==> src/rtl/tft_timing_pkg.sv <==
`timescale 1ns/1ps
// Shared types for the TFT timing generator.
// Assumes phase codes are decoded by software status reads, so values are fixed.
package tft_timing_pkg;

    typedef enum logic [1:0] {
        PH_SYNC   = 2'b00,
        PH_BACK   = 2'b01,
        PH_ACTIVE = 2'b10,
        PH_FRONT  = 2'b11
    } tft_phase_e;

    // Phase order is sync, back porch, active, front porch, then sync again.
    function automatic tft_phase_e next_phase(input tft_phase_e ph);
        return tft_phase_e'(ph + 2'd1);
    endfunction

endpackage

==> src/rtl/tft_pclk_div.sv <==
`timescale 1ns/1ps
// Pixel clock divider.
// Toggles a raw pixel clock every (div+1) bus cycles and pulses pix_tick in the
// last bus cycle of each pixel (raw clock high, counter at limit).
// Assumes div is stable except when the counter is at zero or run is low.
module tft_pclk_div #(
    parameter int DIV_W = 10
) (
    input  logic             clk,
    input  logic             rst_n,
    input  logic             run,
    input  logic [DIV_W-1:0] div_val,
    output logic             pclk_raw,
    output logic             pix_tick
);

    logic [DIV_W-1:0] half_cnt;
    logic [DIV_W-1:0] eff_div;

    // Clamp the illegal divider value 0 to the minimum legal value 1.
    assign eff_div  = (div_val == '0) ? DIV_W'(1) : div_val;
    assign pix_tick = run && pclk_raw && (half_cnt == eff_div);

    // Half-period counter and raw clock toggle.
    always_ff @(posedge clk) begin
        if (!rst_n || !run) begin
            half_cnt <= '0;
            pclk_raw <= 1'b0;
        end else if (half_cnt == eff_div) begin
            half_cnt <= '0;
            pclk_raw <= ~pclk_raw;
        end else begin
            half_cnt <= half_cnt + DIV_W'(1);
        end
    end

    // a pixel ends on the high half, so the raw clock is low afterwards.
    p_tick_then_low_r1: assert property (@(posedge clk) disable iff (!rst_n)
        pix_tick |=> !pclk_raw);

    // the half-period counter never passes the effective divider.
    p_cnt_in_range_r1: assert property (@(posedge clk) disable iff (!rst_n)
        half_cnt <= eff_div);

endmodule

==> src/rtl/tft_phase_seq.sv <==
`timescale 1ns/1ps
// Four-phase sequencer used for both axes.
// On each step it counts within the current phase and advances to the next
// phase after (limit+1) steps. wrap marks the step that leaves the front porch.
// Assumes limits only change while run is low or on the wrap step.
module tft_phase_seq
    import tft_timing_pkg::*;
#(
    parameter int CNT_W = 11
) (
    input  logic             clk,
    input  logic             rst_n,
    input  logic             run,
    input  logic             step,
    input  logic [CNT_W-1:0] lim_sync,
    input  logic [CNT_W-1:0] lim_back,
    input  logic [CNT_W-1:0] lim_active,
    input  logic [CNT_W-1:0] lim_front,
    output tft_phase_e       phase,
    output logic [CNT_W-1:0] cnt,
    output logic             wrap
);

    logic [CNT_W-1:0] cur_lim;

    // Select the length limit of the phase in progress.
    always_comb begin
        unique case (phase)
            PH_SYNC:   cur_lim = lim_sync;
            PH_BACK:   cur_lim = lim_back;
            PH_ACTIVE: cur_lim = lim_active;
            default:   cur_lim = lim_front;
        endcase
    end

    assign wrap = step && (phase == PH_FRONT) && (cnt == cur_lim);

    // Position counter and phase advance.
    always_ff @(posedge clk) begin
        if (!rst_n || !run) begin
            phase <= PH_SYNC;
            cnt   <= '0;
        end else if (step) begin
            if (cnt == cur_lim) begin
                phase <= next_phase(phase);
                cnt   <= '0;
            end else begin
                cnt <= cnt + CNT_W'(1);
            end
        end
    end

    // without a step the position holds.
    p_hold_without_step_r2: assert property (@(posedge clk) disable iff (!rst_n)
        (run && !step) |=> ($stable(phase) && $stable(cnt)));

    // the count never leaves the current phase's length.
    p_cnt_in_limit_r3: assert property (@(posedge clk) disable iff (!rst_n)
        cnt <= cur_lim);

endmodule

==> src/rtl/tft_timing_gen.sv <==
`timescale 1ns/1ps
// TFT display timing generator (top).
// Shadows the divider and geometry at frame boundaries, runs the pixel divider
// and the two phase sequencers, and forms polarized panel outputs and status.
// Assumes software writes geometry at any time; it takes effect at next frame.
module tft_timing_gen
    import tft_timing_pkg::*;
#(
    parameter int DIV_W  = 10,
    parameter int HSW_W  = 8,
    parameter int HBP_W  = 7,
    parameter int HCNT_W = 11,
    parameter int HFP_W  = 8,
    parameter int VSW_W  = 6,
    parameter int VBP_W  = 8,
    parameter int VCNT_W = 10,
    parameter int VFP_W  = 8,
    parameter int DATA_W = 8
) (
    input  logic              clk,
    input  logic              rst_n,
    input  logic              video_en,
    input  logic [DIV_W-1:0]  clk_div,
    input  logic [HSW_W-1:0]  hsync_len,
    input  logic [HBP_W-1:0]  hback_len,
    input  logic [HCNT_W-1:0] hactive_len,
    input  logic [HFP_W-1:0]  hfront_len,
    input  logic [VSW_W-1:0]  vsync_len,
    input  logic [VBP_W-1:0]  vback_len,
    input  logic [VCNT_W-1:0] vactive_last,
    input  logic [VFP_W-1:0]  vfront_len,
    input  logic              line_end_en,
    input  logic              pclk_edge_sel,
    input  logic              pol_hsync,
    input  logic              pol_vsync,
    input  logic              pol_de,
    input  logic              pol_data,
    input  logic              pol_lend,
    input  logic [DATA_W-1:0] pix_data_i,
    output logic              pclk_o,
    output logic              pix_tick_o,
    output logic              hsync_o,
    output logic              vsync_o,
    output logic              de_o,
    output logic              lend_o,
    output logic              pix_active_o,
    output logic [DATA_W-1:0] pix_data_o,
    output logic [1:0]        h_phase_o,
    output logic [1:0]        v_phase_o,
    output logic [VCNT_W-1:0] line_cnt_o
);

    // Shadowed configuration.
    logic [DIV_W-1:0]  sh_div;
    logic [HSW_W-1:0]  sh_hs;
    logic [HBP_W-1:0]  sh_hb;
    logic [HCNT_W-1:0] sh_ha;
    logic [HFP_W-1:0]  sh_hf;
    logic [VSW_W-1:0]  sh_vs;
    logic [VBP_W-1:0]  sh_vb;
    logic [VCNT_W-1:0] sh_vl;
    logic [VFP_W-1:0]  sh_vf;

    logic              pclk_raw;
    logic              pix_tick;
    tft_phase_e        h_phase;
    tft_phase_e        v_phase;
    logic [HCNT_W-1:0] h_cnt;
    logic [VCNT_W-1:0] v_cnt;
    logic              h_wrap;
    logic              frame_wrap;
    logic              de_int;
    logic              lend_int;

    // Capture configuration while idle or on the step that ends a frame.
    always_ff @(posedge clk) begin
        if (!rst_n) begin
            sh_div <= '0; sh_hs <= '0; sh_hb <= '0; sh_ha <= '0; sh_hf <= '0;
            sh_vs  <= '0; sh_vb <= '0; sh_vl <= '0; sh_vf <= '0;
        end else if (!video_en || frame_wrap) begin
            sh_div <= clk_div;
            sh_hs  <= hsync_len;
            sh_hb  <= hback_len;
            sh_ha  <= hactive_len;
            sh_hf  <= hfront_len;
            sh_vs  <= vsync_len;
            sh_vb  <= vback_len;
            sh_vl  <= vactive_last;
            sh_vf  <= vfront_len;
        end
    end

    tft_pclk_div #(.DIV_W(DIV_W)) u_div (
        .clk      (clk),
        .rst_n    (rst_n),
        .run      (video_en),
        .div_val  (sh_div),
        .pclk_raw (pclk_raw),
        .pix_tick (pix_tick)
    );

    tft_phase_seq #(.CNT_W(HCNT_W)) u_hseq (
        .clk        (clk),
        .rst_n      (rst_n),
        .run        (video_en),
        .step       (pix_tick),
        .lim_sync   (HCNT_W'(sh_hs)),
        .lim_back   (HCNT_W'(sh_hb)),
        .lim_active (sh_ha),
        .lim_front  (HCNT_W'(sh_hf)),
        .phase      (h_phase),
        .cnt        (h_cnt),
        .wrap       (h_wrap)
    );

    tft_phase_seq #(.CNT_W(VCNT_W)) u_vseq (
        .clk        (clk),
        .rst_n      (rst_n),
        .run        (video_en),
        .step       (h_wrap),
        .lim_sync   (VCNT_W'(sh_vs)),
        .lim_back   (VCNT_W'(sh_vb)),
        .lim_active (sh_vl),
        .lim_front  (VCNT_W'(sh_vf)),
        .phase      (v_phase),
        .cnt        (v_cnt),
        .wrap       (frame_wrap)
    );

    // Decode unpolarized data-enable and line-end strobe from the phases.
    always_comb begin
        de_int   = (h_phase == PH_ACTIVE) && (v_phase == PH_ACTIVE);
        lend_int = line_end_en && (h_phase == PH_FRONT) && (h_cnt == '0)
                   && (v_phase == PH_ACTIVE);
    end

    // Apply polarity and the master enable to every panel output.
    always_comb begin
        pclk_o       = video_en & (pclk_raw ^ pclk_edge_sel);
        pix_tick_o   = pix_tick;
        hsync_o      = video_en & ((h_phase == PH_SYNC) ^ pol_hsync);
        vsync_o      = video_en & ((v_phase == PH_SYNC) ^ pol_vsync);
        de_o         = video_en & (de_int ^ pol_de);
        lend_o       = video_en & (lend_int ^ pol_lend);
        pix_active_o = video_en & de_int;
        pix_data_o   = video_en ? ((de_int ? pix_data_i : '0) ^ {DATA_W{pol_data}})
                                : '0;
    end

    // Status: phase codes and the down-counting active line counter.
    always_comb begin
        h_phase_o  = h_phase;
        v_phase_o  = v_phase;
        line_cnt_o = (v_phase == PH_ACTIVE) ? (sh_vl - v_cnt) : sh_vl;
    end

    // outside a frame boundary the running geometry never changes.
    p_shadow_stable_r9: assert property (@(posedge clk) disable iff (!rst_n)
        (video_en && !frame_wrap) |=> ($stable(sh_div) && $stable(sh_ha)
            && $stable(sh_vl) && $stable(sh_hs) && $stable(sh_vs)));

    // disabling video parks both sequencers at the first sync pixel.
    p_restart_r10: assert property (@(posedge clk) disable iff (!rst_n)
        !video_en |=> (h_phase == PH_SYNC && v_phase == PH_SYNC
            && h_cnt == '0 && v_cnt == '0));

    // the line counter never exceeds the active line limit.
    p_line_cnt_bound_r7: assert property (@(posedge clk) disable iff (!rst_n)
        line_cnt_o <= sh_vl);

endmodule

==> config.mk <==
export PLATFORM = sky130hd
export DESIGN_NAME = tft_timing_gen
export DESIGN_NICKNAME = d
export VERILOG_FILES = /design/src/rtl/tft_timing_pkg.sv /design/src/rtl/tft_pclk_div.sv /design/src/rtl/tft_phase_seq.sv /design/src/rtl/tft_timing_gen.sv
export SDC_FILE = /design/constraint.sdc
export NUM_CORES = 1
export LEC_CHECK = 0
export BUFFER_PORTS_ARGS = -buffer_cell sky130_fd_sc_hd__buf_2
export CAP_MARGIN = 20
export CORE_UTILIZATION = 51
export DETAILED_ROUTE_END_ITERATION = 10
export PLACE_DENSITY_LB_ADDON = 0.1
export SKIP_LAST_GASP = 1
export SLEW_MARGIN = 0
export SYNTH_ARGS = -nofsm -noshare
export SYNTH_HDL_FRONTEND = slang
export SYNTH_HIERARCHICAL = 1
export SYNTH_SLANG_ARGS = --single-unit
==> constraint.sdc <==
create_clock -name clk -period 4.1 [get_ports clk]
set_input_delay 0.82 -clock clk [delete_from_list [all_inputs] [get_ports clk]]
set_output_delay 0.82 -clock clk [all_outputs]
set_load 0.01 [all_outputs]
# Yosys cells after proc, flatten, opt, wreduce, memory -nomap -nowiden

Cells that the tools add are included.

Flip-flop bits (word level): 112
Bits of input ports: 94
Output and inout bits: 29
Word-level logic and storage cells: 72

$add $sub $neg: 6
Equal/unequal tests: 9
Mux-type cells: 8
Bitwise gates (word level): 13
Reductions and logical operators: 21

Operator list:

| cell                                                                   | number |
|---|---|
| 11-bit one-hot mux with 3 select lines                                 | 1 |
| 10-bit two-way mux                                                     | 3 |
| 10-bit one-hot mux with 3 select lines                                 | 1 |
| 10-bit by 1-bit adder with 10-bit output (second input constant)       | 2 |
| 10-bit equality test                                                   | 2 |
| 8-bit two-way mux                                                      | 2 |
| 11-bit by 1-bit adder with 11-bit output (second input constant)       | 1 |
| 11-bit equality test                                                   | 1 |
| 11-bit logical NOT                                                     | 1 |
| 11-bit two-way mux                                                     | 1 |
| 1-bit logical AND                                                      | 10 |
| 10-bit logical NOT                                                     | 1 |
| 10-bit subtractor                                                      | 1 |
| 2-bit equality test (second input constant)                            | 4 |
| 8-bit bitwise XOR                                                      | 1 |
| 1-bit bitwise AND                                                      | 6 |
| 1-bit bitwise XOR                                                      | 5 |
| 2-bit by 1-bit adder with 2-bit output (second input constant)         | 2 |
| 2-bit by 1-bit equality test with 1-bit output (second input constant) | 2 |
| 2-bit logical NOT                                                      | 2 |
| 2-bit AND reduction                                                    | 2 |
| 1-bit logical NOT                                                      | 2 |
| 1-bit logical OR                                                       | 2 |
| 2-bit OR reduction                                                     | 1 |
| 1-bit NOT                                                              | 1 |

# Longest topological paths before layout

Gate-level depths: netlist of the first run.

Depth after elaboration: 9
Mapped depth: 18
Mapped depth without buffers: 14

# Cells and area by module

The synthesis of the first run kept the hierarchy.

Modules (own cells, without submodules):

| module                  | times used | cells each | area each (sq um) | seq. area each (sq um) |
|---|---|---|---|---|
| tft_timing_gen          | 1          | 474        | 3732.3            | 1521.5 |
| tft_phase_seq at u_hseq | 1          | 125        | 1079.8            | 260.2 |
| tft_phase_seq at u_vseq | 1          | 114        | 989.7             | 240.2 |
| tft_pclk_div            | 1          | 67         | 591.8             | 220.2 |

# Worst setup path after synthesis of the first run

Ideal clock, no wire load.

Kind: register to register
Start: register u_div.half_cnt[9]
End: register sh_div[2]
Setup time: 76 ps
Arrival time: 4126 ps
Required time: 4024 ps
Path slack: -101 ps
Cell stages (with the launch flop): 17
Buffers on the path: 3
Period minus slack after synthesis: 4201 ps
Cell sequence: dfxtp_1 > xor2_1 > nor4_2 > nand4_2 > nor3_1 > inv_1 > nor4_4 > buf_6 > and2_1 > inv_1 > nor4_4 > and2_1 > nand2b_1 > buf_2 > clkbuf_1 > nand2_1 > a21boi_0

Cells in the longest elaborated chain, start to end: 7

RTL lines:

| item                           | line                 | text |
|---|---|---|
| from (decl)                    | tft_pclk_div.sv:17   | `logic [DIV_W-1:0] half_cnt;` |
| from (signal assigned)         | tft_pclk_div.sv:33   | `half_cnt <= half_cnt + DIV_W'(1);` |
| 10-bit equality test           | tft_pclk_div.sv:22   | `assign pix_tick = run && pclk_raw && (half_cnt == eff_div);` |
| 1-bit logical AND              | tft_pclk_div.sv:22   |  |
| via pix_tick_o                 | tft_timing_gen.sv:41 | `output logic pix_tick_o,` |
| 1-bit logical AND (2 in a row) | tft_phase_seq.sv:36  | `assign wrap = step && (phase == PH_FRONT) && (cnt == cur_lim);` |
| via h_wrap                     | tft_timing_gen.sv:70 | `logic h_wrap;` |
| 1-bit logical AND (2 in a row) | tft_phase_seq.sv:36  |  |
| via frame_wrap                 | tft_timing_gen.sv:71 | `logic frame_wrap;` |
| 1-bit logical OR               | tft_timing_gen.sv:80 | `end else if (!video_en \|\| frame_wrap) begin` |
| to (signal assigned)           | tft_timing_gen.sv:81 | `sh_div <= clk_div;` |
| to (decl)                      | tft_timing_gen.sv:54 | `logic [DIV_W-1:0] sh_div;` |

The timed path passes the listed nets, and every way through them passes these cells.
A chain may end at the register's enable or synchronous reset.

# Worst setup path after layout of the first run

Start: register u_hseq.phase[0]
End: register sh_div[1]

Cells in the longest elaborated chain, start to end: 7
Elaborated cells between the ends (all ways): 11
Those cells by class: 4 x eq/ne; 1 x mux; 6 x reduce/logical

RTL lines:

| item                                              | line                 | text |
|---|---|---|
| from (decl)                                       | tft_phase_seq.sv:19  | `output tft_phase_e phase,` |
| from (signal assigned)                            | tft_phase_seq.sv:45  | `phase <= next_phase(phase);` |
| 2-bit equality test, or another cell as far along | tft_phase_seq.sv:28  | `unique case (phase)` |
| 11-bit one-hot mux with 3 select lines            | tft_phase_seq.sv:28  |  |
| 11-bit equality test                              | tft_phase_seq.sv:36  |  |
| 1-bit logical AND *                               | tft_phase_seq.sv:36  |  |
| via h_wrap                                        | tft_timing_gen.sv:70 |  |
| 1-bit logical AND * (2 in a row)                  | tft_phase_seq.sv:36  |  |
| via frame_wrap                                    | tft_timing_gen.sv:71 |  |
| 1-bit logical OR *                                | tft_timing_gen.sv:80 |  |

Mark *: on every way through the listed nets, which the timed path passes. The rest lies on a longest branch.

==> results of run 1 <==
## cells in the final DEF, fill, tap and decap left out, drive strengths merged, types with 7 or more instances in the layout
cell type  Yosys  final
o21a           7      7
a21oi          9      9
conb           1     18
mux2i         28     28
nand4         12     12
a222oi        21     21
dfxtp        112    112
a21boi        78     78
nor3          25     25
ha            20     20
xnor2         40     40
nand3         20     20
inv           43     43
buf           18    131
clkbuf        23     11
and3           8      8
nor2          23     23
and2          17     17
o21ai         11     11
xor2          26     26
nand2        187    187
## power by group
group | internal, mW | leakage, nW | total [mW] | switching (mW)
Sequential | 1.13 | 0.918 | 1.16 | 0.0319
Clock | 0.505 | 0.148 | 0.896 | 0.391
Combinational | 0.138 | 1.88 | 0.298 | 0.161
Total | 1.77 | 2.95 | 2.36 | 0.583
## area by class of cell
type	instances	area, um2
multi-input cells	601	3870
flip-flops and latches	112	2240
well taps	168	210
fillers	1087	4620
inverters	43	161
clock buffers	11	253
repair buffers	131	693
clock inverters	5	55.1
## metrics by stage
step	setup slack (ps)	hold WS, ps	std cells
3_3_place_gp	398	451	1055
6_report	469	464	1071
5_1_grt	25.2	490	1071
2_1_floorplan	134	440	797
4_1_cts	155	464	1071
3_5_place_dp	186	454	1055
## state kept, by name (all words and copies together), names as in the netlist, 6 cells and up
signal	count
sh_hf	8
sh_hb	7
sh_hs	8
sh_vb	8
sh_vl	10
sh_div	10
sh_vs	6
u_vseq/cnt	10
sh_vf	8
u_div/half_cnt	10
u_hseq/cnt	11
sh_ha	11
## kinds of logic (layout without fill, tap and decap cells)
logic type / count (synthesis) / count (layout) / share of synthesized area
AND/OR/NAND/NOR: 320 / 320 / 0.238
AO/OA/AOI/OAI: 148 / 148 / 0.177
flip-flops: 112 / 112 / 0.351
buffers and inverters: 84 / 190 / 0.0562
XOR/XNOR: 66 / 66 / 0.0916
multiplexers: 28 / 28 / 0.0438
adder cells (fa/ha/maj): 21 / 21 / 0.0423
other: 1 / 18 / 0.000587
## final timing paths
path | start | to | slack, ps | depth (start not counted)
min | sh_vb[4]$_SDFFE_PN0P_ | sh_vb[4]$_SDFFE_PN0P_ | 460 | 2
max reg2reg | u_hseq/phase[0]$_SDFFE_PP0P_ | sh_div[1]$_SDFFE_PN0P_ | 470 | 15
max | u_hseq/phase[0]$_SDFFE_PP0P_ | sh_div[1]$_SDFFE_PN0P_ | 470 | 15
min reg2reg | sh_vb[4]$_SDFFE_PN0P_ | sh_vb[4]$_SDFFE_PN0P_ | 460 | 2
## metal layers
metal,track usage,vias up,wire [um]
li1,-,2887,-
met1,0.333,2646,7270
met2,0.409,178,7130
met3,0.0356,27,769
met4,0.0675,0,248
met5,0,-,0
## critical path: cells and delay by family (launching register included)
family	cells	cell delay, ps
simple gates	7	1440
buf+inv	3	490
compound gates	2	480
flops	1	430
fa+ha+maj	1	370
mux	1	170
xor+xnor	1	170
==> metrics.txt, run 1 <==
clock insertion delay at the later pin of the skew report=350 ps; unrepaired setup endpoints after global routing=false; biggest cell delay along the critical path=430 ps; Vias=5738; die width=114 um; cts hold-fix bufs=0; # H-tree levels=3; area share of the largest cell type after synthesis=0.351; Detailed Routing Iterations Pass 1=6; kind of start point of the critical path=register; design area=7490 um2; final number of hold-violating endpoints=0; post-layout total power=2.36 mW; WP data required=4370 ps; via count of the first global-routing pass=5362; post-synthesis register bit count=112; path class of the lowest-slack min-delay path=register to register; fraction of registers with async set or reset after synthesis=0; maximum root-to-sink buffer count=2; clock tree from TritonCTS=done; Synth cell types=52; slew at the pin with the worst max-slew slack=881 ps; Synth area leader=sky130_fd_sc_hd__dfxtp_1; flip-flop cell with the highest count after synthesis=sky130_fd_sc_hd__dfxtp_1; final critical path time including I/O delays and setup=3630 ps; final weighted congestion in routability-driven placement=0.925; pins over their slew limit=0; routed vias/inst=5.36; placed cell area=7160 um2; First DRT Iteration DRCs=336; series of cell instances along the critical path=inv_1, ha_1, a222oi_1, mux2i_1, xnor2_2, nand4_2, nor4_4, and2_1, inv_1, nor4_4, and2_1, nand2b_2, buf_8, nand2_1, a21boi_0; power density over the cells=315 nW/um2; top cell types by occurrence after synthesis=sky130_fd_sc_hd__nand2_1 (187), sky130_fd_sc_hd__dfxtp_1 (112), sky130_fd_sc_hd__a21boi_0 (76), sky130_fd_sc_hd__inv_1 (43), sky130_fd_sc_hd__xnor2_1 (39); number of buffers created by CTS=9; Post-synth EDFFs=0; grt ovf=0; max-cap violation count=0; global-route wire length before repair=25.7 mm; average routed wire per standard cell=14.4 um; number of nets at the end of the flow=1013; Worst setup EP type=register; post-route DRC violation count=0; Resize count post-CTS=0; maximum clock rate=275 MHz; yosys warns=6; Diodes inserted=0; WS Path Type=register to register; cells after synthesis=780; number of clock sinks=112; half-perimeter wire length after detailed placement=11.3 mm; post-route ant nets=0; placeable core area=12100 um2; count of buffers inserted at the top-level ports=122; total setup violations reported at the end of the flow=0; Worst slew margin=0.413; slowest CP cell=sky130_fd_sc_hd__dfxtp_2; clock transition at the registers of the reported paths=70 ps; status=finished, final reports clean; Static Leak=2.95 nW; Layout Skew=7.94 ps; total wire length=15.4 mm; starting utilization of the core area=0.528; share of cells above drive strength 1=0.185; core occupancy in the finished layout=0.618; number of placed I/O pins=123; average instance area after synthesis=8.20 um2; total negative slack for setup checks=0 ps; number of standard-cell rows in the floorplan=40; Arrival @ worst endpoint=3900 ps; Seq/Total Area, Yosys=0.351; period utilization=0.886; Post-CTS Setup Bufs=0; top post-synthesis cells by area=sky130_fd_sc_hd__dfxtp_1 (35%), sky130_fd_sc_hd__nand2_1 (11%), sky130_fd_sc_hd__a21boi_0 (8.9%); number of antenna violations at the first check in global routing=0; largest net degree at the start of global routing=77; Worst Path Max Fanout=40; die boundary height=114 um; area of the mapped netlist=6390 um2; buffer cell driving the clock tree root=sky130_fd_sc_hd__clkbuf_16; gr usage total=0.246; worst supply voltage drop on vdd=206 uV; most frequent cell after synthesis=sky130_fd_sc_hd__nand2_1; die outline area=13000 um2; P&R area growth vs syn=17.2%
Power figures use the tool's default switching activity.
==> run 2, diff against run 1 <==
- REMOVE_ABC_BUFFERS: default -> 1
==> run 2 against run 1 <==
Effect of this change: final cell count about the same; via count down 1.2%; fmax down 3.2%; largest power group unchanged.
==> metrics.txt, run 2 (synthesis results as in run 1) <==
series of cell instances along the critical path=inv_1, ha_2, a222oi_1, mux2i_1, xnor2_1, nand4_1, nor4_4, and2_2, inv_1, nor4_4, and2_1, nand2b_2, buf_12, nand2_1, a21boi_0; grt ovf=0 (unchanged); post-route ant nets=0 (unchanged); core occupancy in the finished layout=0.619 (about the same); number of clock sinks=112 (unchanged); path class of the lowest-slack min-delay path=register to register; number of fill cells in the layout=1121 (+3.1%); area of combinational cells with multiple inputs=3870 um2 (about the same); WP data required=4370 ps (about the same); placeable core area=12100 um2 (unchanged); worst supply voltage drop on vdd=236 uV (+15%); number of buffers created by CTS=9 (unchanged); unrepaired setup endpoints after global routing=false; starting utilization of the core area=0.528 (unchanged); share of power burned in registers=0.500 (+0.007); post-layout total power=2.32 mW (-1.5%); die width=114 um (unchanged); clock transition at the registers of the reported paths=70 ps (about the same); die boundary height=114 um (unchanged); registers with the most flip-flops=sh_ha: 11 flops, u_hseq/cnt: 11 flops; Detailed Routing Iterations Pass 1=5 (-1); First DRT Iteration DRCs=288 (-14%); Vias=5670 (-1.2%); cell depth of the worst hold path=2 (unchanged); power density over the cells=310 nW/um2 (-1.5%); total setup violations reported at the end of the flow=0 (unchanged); total negative slack for setup checks=0 ps (unchanged); total wire length=15.5 mm (+0.55%); Reg area=2240 um2 (unchanged); biggest cell delay along the critical path=430 ps (about the same); buffer cell driving the clock tree root=sky130_fd_sc_hd__clkbuf_16; routed vias/inst=5.29 (-1.3%); Diodes inserted=0 (unchanged); slew at the pin with the worst max-slew slack=957 ps (+76.0 ps); WS Path Type=register to register; # H-tree levels=3 (unchanged); maximum clock rate=267 MHz (-3.2%); Layout Skew=7.64 ps (-0.294 ps); status=finished, final reports clean; P&R area growth vs syn=17.2% (about the same); final weighted congestion in routability-driven placement=0.894 (-3.3%); pins over their slew limit=0 (unchanged); average routed wire per standard cell=14.5 um (+0.46%); half-perimeter wire length after detailed placement=11.4 mm (+0.82%); Arrival @ worst endpoint=4020 ps (+120 ps); count of buffers inserted at the top-level ports=122 (unchanged); Worst slew margin=0.362 (-0.0507); Static Leak=2.95 nW (about the same); worst reg-to-reg path cell count=15 (unchanged); slowest CP cell=sky130_fd_sc_hd__dfxtp_2; period utilization=0.915 (+0.0290); clock insertion delay at the later pin of the skew report=350 ps (about the same); clock tree from TritonCTS=done; via count of the first global-routing pass=5466 (+1.9%); number of standard-cell rows in the floorplan=40 (unchanged); Min-Delay Startpoint=sh_vf[2]$_SDFFE_PN0P_; global-route wire length before repair=25.9 mm (+0.81%); maximum root-to-sink buffer count=2 (unchanged); number of placed I/O pins=123 (unchanged); dpl ws=42.6 ps (-144 ps); number of antenna violations at the first check in global routing=0 (unchanged); final number of hold-violating endpoints=0 (unchanged); Worst Path Max Fanout=63 (+57%); number of nets at the end of the flow=1014 (+0.099%); endpoint of the worst-slack reg-to-reg timing path=sh_hs[2]$_SDFFE_PN0P_; total internal power=1.72 mW (-3.1%); clock network fraction of design power=0.371 (-0.009); gr usage total=0.250 (+0.00368); part of the total power dissipated in combinational logic=0.130 (+0.003); most frequent cells in the layout=sky130_fd_sc_hd__nand2_1 (187), sky130_fd_sc_hd__buf_2 (122), sky130_fd_sc_hd__dfxtp_1 (110); die outline area=13000 um2 (unchanged); P_sw=0.602 mW (+3.2%); design area=7490 um2 (about the same); sw frac=0.259 (+0.0119); max-cap violation count=0 (unchanged); crit path setup slack, layout=350 ps (-119 ps); Post-CTS Setup Bufs=0 (unchanged); most common cell after layout, fill and taps aside=sky130_fd_sc_hd__nand2_1; Worst setup EP type=register; largest net degree at the start of global routing=66 (-14%); startpoint of the worst register-to-register path=u_hseq/phase[0]$_SDFFE_PP0P_; kind of start point of the critical path=register; post-route DRC violation count=0 (unchanged); placed cell area=7190 um2 (+0.38%); share of cells above drive strength 1=0.188 (+0.00311); Worst Hold End=sh_vf[2]$_SDFFE_PN0P_; final critical path time including I/O delays and setup=3750 ps (+119 ps); register-to-register path setup slack=350 ps (-120 ps)
run 2: routing by layer:
metal	global-route usage	part of all wire	up-vias	wire length (um)
li1	-	-	2886	-
met1	0.312	0.46	2665	7110
met2	0.440	0.50	103	7750
met3	0.0351	0.029	16	454
met4	0.0814	0.012	0	183
met5	0	0	-	0
run 2: area by class of cell:
cell class | count | share of cell area
Clock buffer | 11 | 0.0337
Clock inverter | 5 | 0.00501
Inverter | 43 | 0.0215
Multi-Input combinational cell | 601 | 0.517
Sequential cell | 112 | 0.300
Tap cell | 168 | 0.0281
Timing Repair Buffer | 132 | 0.0949
run 2: worst max-delay path by stage:
| stage | from | to | slack, ps | cells after the start |
|---|---|---|---|---|
| 2_1_floorplan | u_hseq/phase[0]$_SDFFE_PP0P_ | sh_div[0]$_SDFFE_PN0P_ | -1110 | 14 |
| 3_3_place_gp | u_hseq/phase[0]$_SDFFE_PP0P_ | sh_ha[4]$_SDFFE_PN0P_ | 270 | 15 |
| 3_5_place_dp | u_hseq/phase[0]$_SDFFE_PP0P_ | sh_hs[2]$_SDFFE_PN0P_ | 40 | 15 |
| 4_1_cts | u_hseq/phase[0]$_SDFFE_PP0P_ | sh_hs[2]$_SDFFE_PN0P_ | 30 | 15 |
| 5_1_grt | u_hseq/phase[0]$_SDFFE_PP0P_ | sh_hs[2]$_SDFFE_PN0P_ | 4 | 15 |
| 6_report | u_hseq/phase[0]$_SDFFE_PP0P_ | sh_hs[2]$_SDFFE_PN0P_ | 350 | 15 |
run 2: power groups by stage:
stage                     logic (mW)  clock network [mW]  registers [mW]
final                          0.301               0.860            1.16
after global routing           0.338               0.927            1.17
after CTS                      0.303               0.880            1.16
after detailed placement       0.302                   0            1.19
after global placement         0.293                   0            1.18
after floorplan                0.186                   0            1.18
run 2: timing repair:
action | 4_1_cts | 5_1_grt
resized for setup | 0 | 6
endpoints found under the setup margin | 0 | 76
hold buffers | 0 | 0
run 2: critical path: cells and delay by family (launching register included):
kind	cells	cell delay, ps
multiplexers	1	170
AND/OR/NAND/NOR	7	1540
XOR/XNOR	1	170
flip-flops	1	430
buffers and inverters	3	480
adder cells (fa/ha/maj)	1	280
AO/OA/AOI/OAI	2	570
run 2: stage by stage:
step / hold slack [ps] / instances
after floorplan: 440 / 756
after global placement: 447 / 1056
after detailed placement: 458 / 1056
after CTS: 467 / 1072
after global routing: 488 / 1072
final: 463 / 1072
==> run 3, diff against run 2 <==
--- a/config.mk
+++ b/config.mk
@@ -11,3 +11,3 @@
 export DETAILED_ROUTE_END_ITERATION = 10
-export PLACE_DENSITY_LB_ADDON = 0.1
+export PLACE_DENSITY = 0.81
 export REMOVE_ABC_BUFFERS = 1
--- a/constraint.sdc
+++ b/constraint.sdc
@@ -3,2 +3,2 @@
 set_output_delay 0.82 -clock clk [all_outputs]
-set_load 0.01 [all_outputs]
+set_load 0.02 [all_outputs]
==> run 3 against run 2 <==
Effect of this change: critical endpoint is now sh_hb[5]$_SDFFE_PN0P_; power shrank 0.40%; sequential power about the same; clock power shrank 2.6%; flip-flop and latch count stayed put; sequential share of layout area shrank 0.060 points; core utilization increased by 0.12 points; final cell count up 0.19%.
==> metrics.txt, run 3 (synthesis results as in run 1) <==
status=finished, final reports clean; Static Leak=2.96 nW (+0.36%); total number of cells along the worst setup path=15 (unchanged); number of clock sinks=112 (unchanged); number of standard-cell rows in the floorplan=40 (unchanged); post-route ant nets=0 (unchanged); final number of hold-violating endpoints=0 (unchanged); max-cap violation count=0 (unchanged); startpoint of the worst register-to-register path=u_hseq/phase[0]$_SDFFE_PP0P_; WP data required=4360 ps (about the same); number of nets at the end of the flow=1016 (+0.20%); dpl ws=217 ps (+175 ps); routed vias/inst=5.31 (+0.39%); maximum root-to-sink buffer count=2 (unchanged); power density over the cells=308 nW/um2 (-0.60%); registers with the most flip-flops=sh_ha: 11 flops, u_hseq/cnt: 11 flops; total setup violations reported at the end of the flow=0 (unchanged); largest net degree at the start of global routing=77 (+17%); kind of start point of the critical path=register; number of placed I/O pins=123 (unchanged); via count of the first global-routing pass=5305 (-2.9%); half-perimeter wire length after detailed placement=10.6 mm (-6.8%); most common cell after layout, fill and taps aside=sky130_fd_sc_hd__nand2_1; clock tree from TritonCTS=done; unrepaired setup endpoints after global routing=false; buffer cell driving the clock tree root=sky130_fd_sc_hd__clkbuf_16; series of cell instances along the critical path=inv_1, ha_1, a222oi_1, mux2i_1, xnor2_1, nand4_2, nor4_4, and2_1, inv_1, nor4_4, and2_1, nand2b_2, buf_12, nand2_1, a21boi_0; post-layout instance count excluding filler cells=1074 (+0.19%); die width=114 um (unchanged); # H-tree levels=3 (unchanged); Worst Path Max Fanout=38 (-40%); die outline area=13000 um2 (unchanged); average routed wire per standard cell=14.1 um (-2.5%); maximum clock rate=269 MHz (+0.96%); most frequent cells in the layout=sky130_fd_sc_hd__nand2_1 (187), sky130_fd_sc_hd__buf_2 (122), sky130_fd_sc_hd__dfxtp_1 (110); Vias=5703 (+0.58%); Critical path origin=u_hseq/phase[0]$_SDFFE_PP0P_; placed cell area=7200 um2 (+0.10%); slew at the pin with the worst max-slew slack=662 ps (-295 ps); worst supply voltage drop on vdd=226 uV (-4.3%); worst reg-to-reg path cell count=15 (unchanged); post-layout total power=2.31 mW (-0.40%); First DRT Iteration DRCs=398 (+38%); placeable core area=12100 um2 (unchanged); cell depth of the worst hold path=2 (unchanged); Worst setup EP type=register; Min-Delay Startpoint=sh_ha[2]$_SDFFE_PN0P_; global-route wire length before repair=24.9 mm (-3.9%); dominant delay contributor by cell family on the critical path=simple AND/OR/NAND/NOR gates; P&R area growth vs syn=17.4%; slowest CP cell=sky130_fd_sc_hd__dfxtp_2; Arrival @ worst endpoint=3980 ps (-40 ps); Layout Skew=9.06 ps (+1.42 ps); number of buffers created by CTS=9 (unchanged); period utilization=0.906 (-0.00867); Detailed Routing Iterations Pass 1=7 (+2); Diodes inserted=0 (unchanged); Post-CTS Setup Bufs=0 (unchanged); WS Path Type=register to register; starting utilization of the core area=0.528 (unchanged); path class of the lowest-slack min-delay path=register to register; grt ovf=0 (unchanged); total wire length=15.2 mm (-2.3%); number of antenna violations at the first check in global routing=0 (unchanged); crit path setup slack, layout=386 ps (+35.5 ps); final weighted congestion in routability-driven placement=0.894 (about the same); Worst slew margin=0.559 (+0.196); number of instances in the placed design=1057 (+0.095%); count of buffers inserted at the top-level ports=122 (unchanged); gr usage total=0.237 (-0.0123); biggest cell delay along the critical path=430 ps (about the same); number of fill cells in the layout=1114 (-0.62%); post-route DRC violation count=0 (unchanged); clock transition at the registers of the reported paths=70 ps (about the same); design area=7510 um2 (+0.20%); clock insertion delay at the later pin of the skew report=350 ps (about the same); die boundary height=114 um (unchanged); buffer and inverter count on the worst path=3 (unchanged); total negative slack for setup checks=0 ps (unchanged); share of cells above drive strength 1=0.185 (-0.00262); final critical path time including I/O delays and setup=3710 ps (-35.5 ps); pins over their slew limit=0 (unchanged)
## run 3: cell count changes in the layout (fill, tap and decap cells not counted), moves of 2 or more
cell and delta:
sky130_fd_sc_hd__clkbuf_8 -2, sky130_fd_sc_hd__ha_1 +2, sky130_fd_sc_hd__ha_2 -2, sky130_fd_sc_hd__inv_6 +2
## run 3: metrics by stage
step           hold WS, ps  utilization
2_1_floorplan          440            -
3_3_place_gp           450        0.594
3_5_place_dp           456        0.594
4_1_cts                465        0.617
5_1_grt                482        0.620
6_report               463        0.620
## run 3: layout make-up
class	count	area, um2	area share
repair buffers	134	743	0.0990
well taps	168	210	0.0280
multi-input cells	601	3870	0.515
inverters	43	161	0.0215
flip-flops and latches	112	2240	0.299
clock buffers	10	229	0.0305
clock inverters	6	50.0	0.00667
## run 3: path summary, 6_finish.rpt
kind / end / slack [ps]
setup / recovery: sh_hb[5]$_SDFFE_PN0P_ / 390
hold / removal: sh_ha[2]$_SDFFE_PN0P_ / 460
setup reg to reg: sh_hb[5]$_SDFFE_PN0P_ / 390
hold reg to reg: sh_ha[2]$_SDFFE_PN0P_ / 460
## run 3: per-layer routing
metal / up-vias / global-route usage / part of all wire
met5: - / 0 / 0
met4: 0 / 0.0805 / 0.020
met3: 24 / 0.0414 / 0.045
met2: 147 / 0.408 / 0.48
li1: 2894 / - / -
met1: 2638 / 0.299 / 0.45
## run 3: report_power, final
group          total [mW]  leakage [nW]  switching (mW)  internal [mW]
registers            1.16         0.918          0.0312           1.13
logic               0.313          1.91           0.171          0.141
clock network       0.838         0.131           0.416          0.422
total                2.31          2.96           0.619           1.69
## run 3: worst register-to-register path, cell delays in order (launching register included)
cell and delay (ps):
sky130_fd_sc_hd__dfxtp_2 430, sky130_fd_sc_hd__inv_1 110, sky130_fd_sc_hd__ha_1 360, sky130_fd_sc_hd__a222oi_1 290
sky130_fd_sc_hd__mux2i_1 150, sky130_fd_sc_hd__xnor2_1 240, sky130_fd_sc_hd__nand4_2 200, sky130_fd_sc_hd__nor4_4 290
sky130_fd_sc_hd__and2_1 170, sky130_fd_sc_hd__inv_1 100, sky130_fd_sc_hd__nor4_4 290, sky130_fd_sc_hd__and2_1 220
sky130_fd_sc_hd__nand2b_2 210, sky130_fd_sc_hd__buf_12 210, sky130_fd_sc_hd__nand2_1 140, sky130_fd_sc_hd__a21boi_0 200
## run 3: what timing repair did
action / 4_1_cts / 5_1_grt
hold buffers: 0 / 0
resized for setup: 0 / 3
setup endpoints to repair: 0 / 76
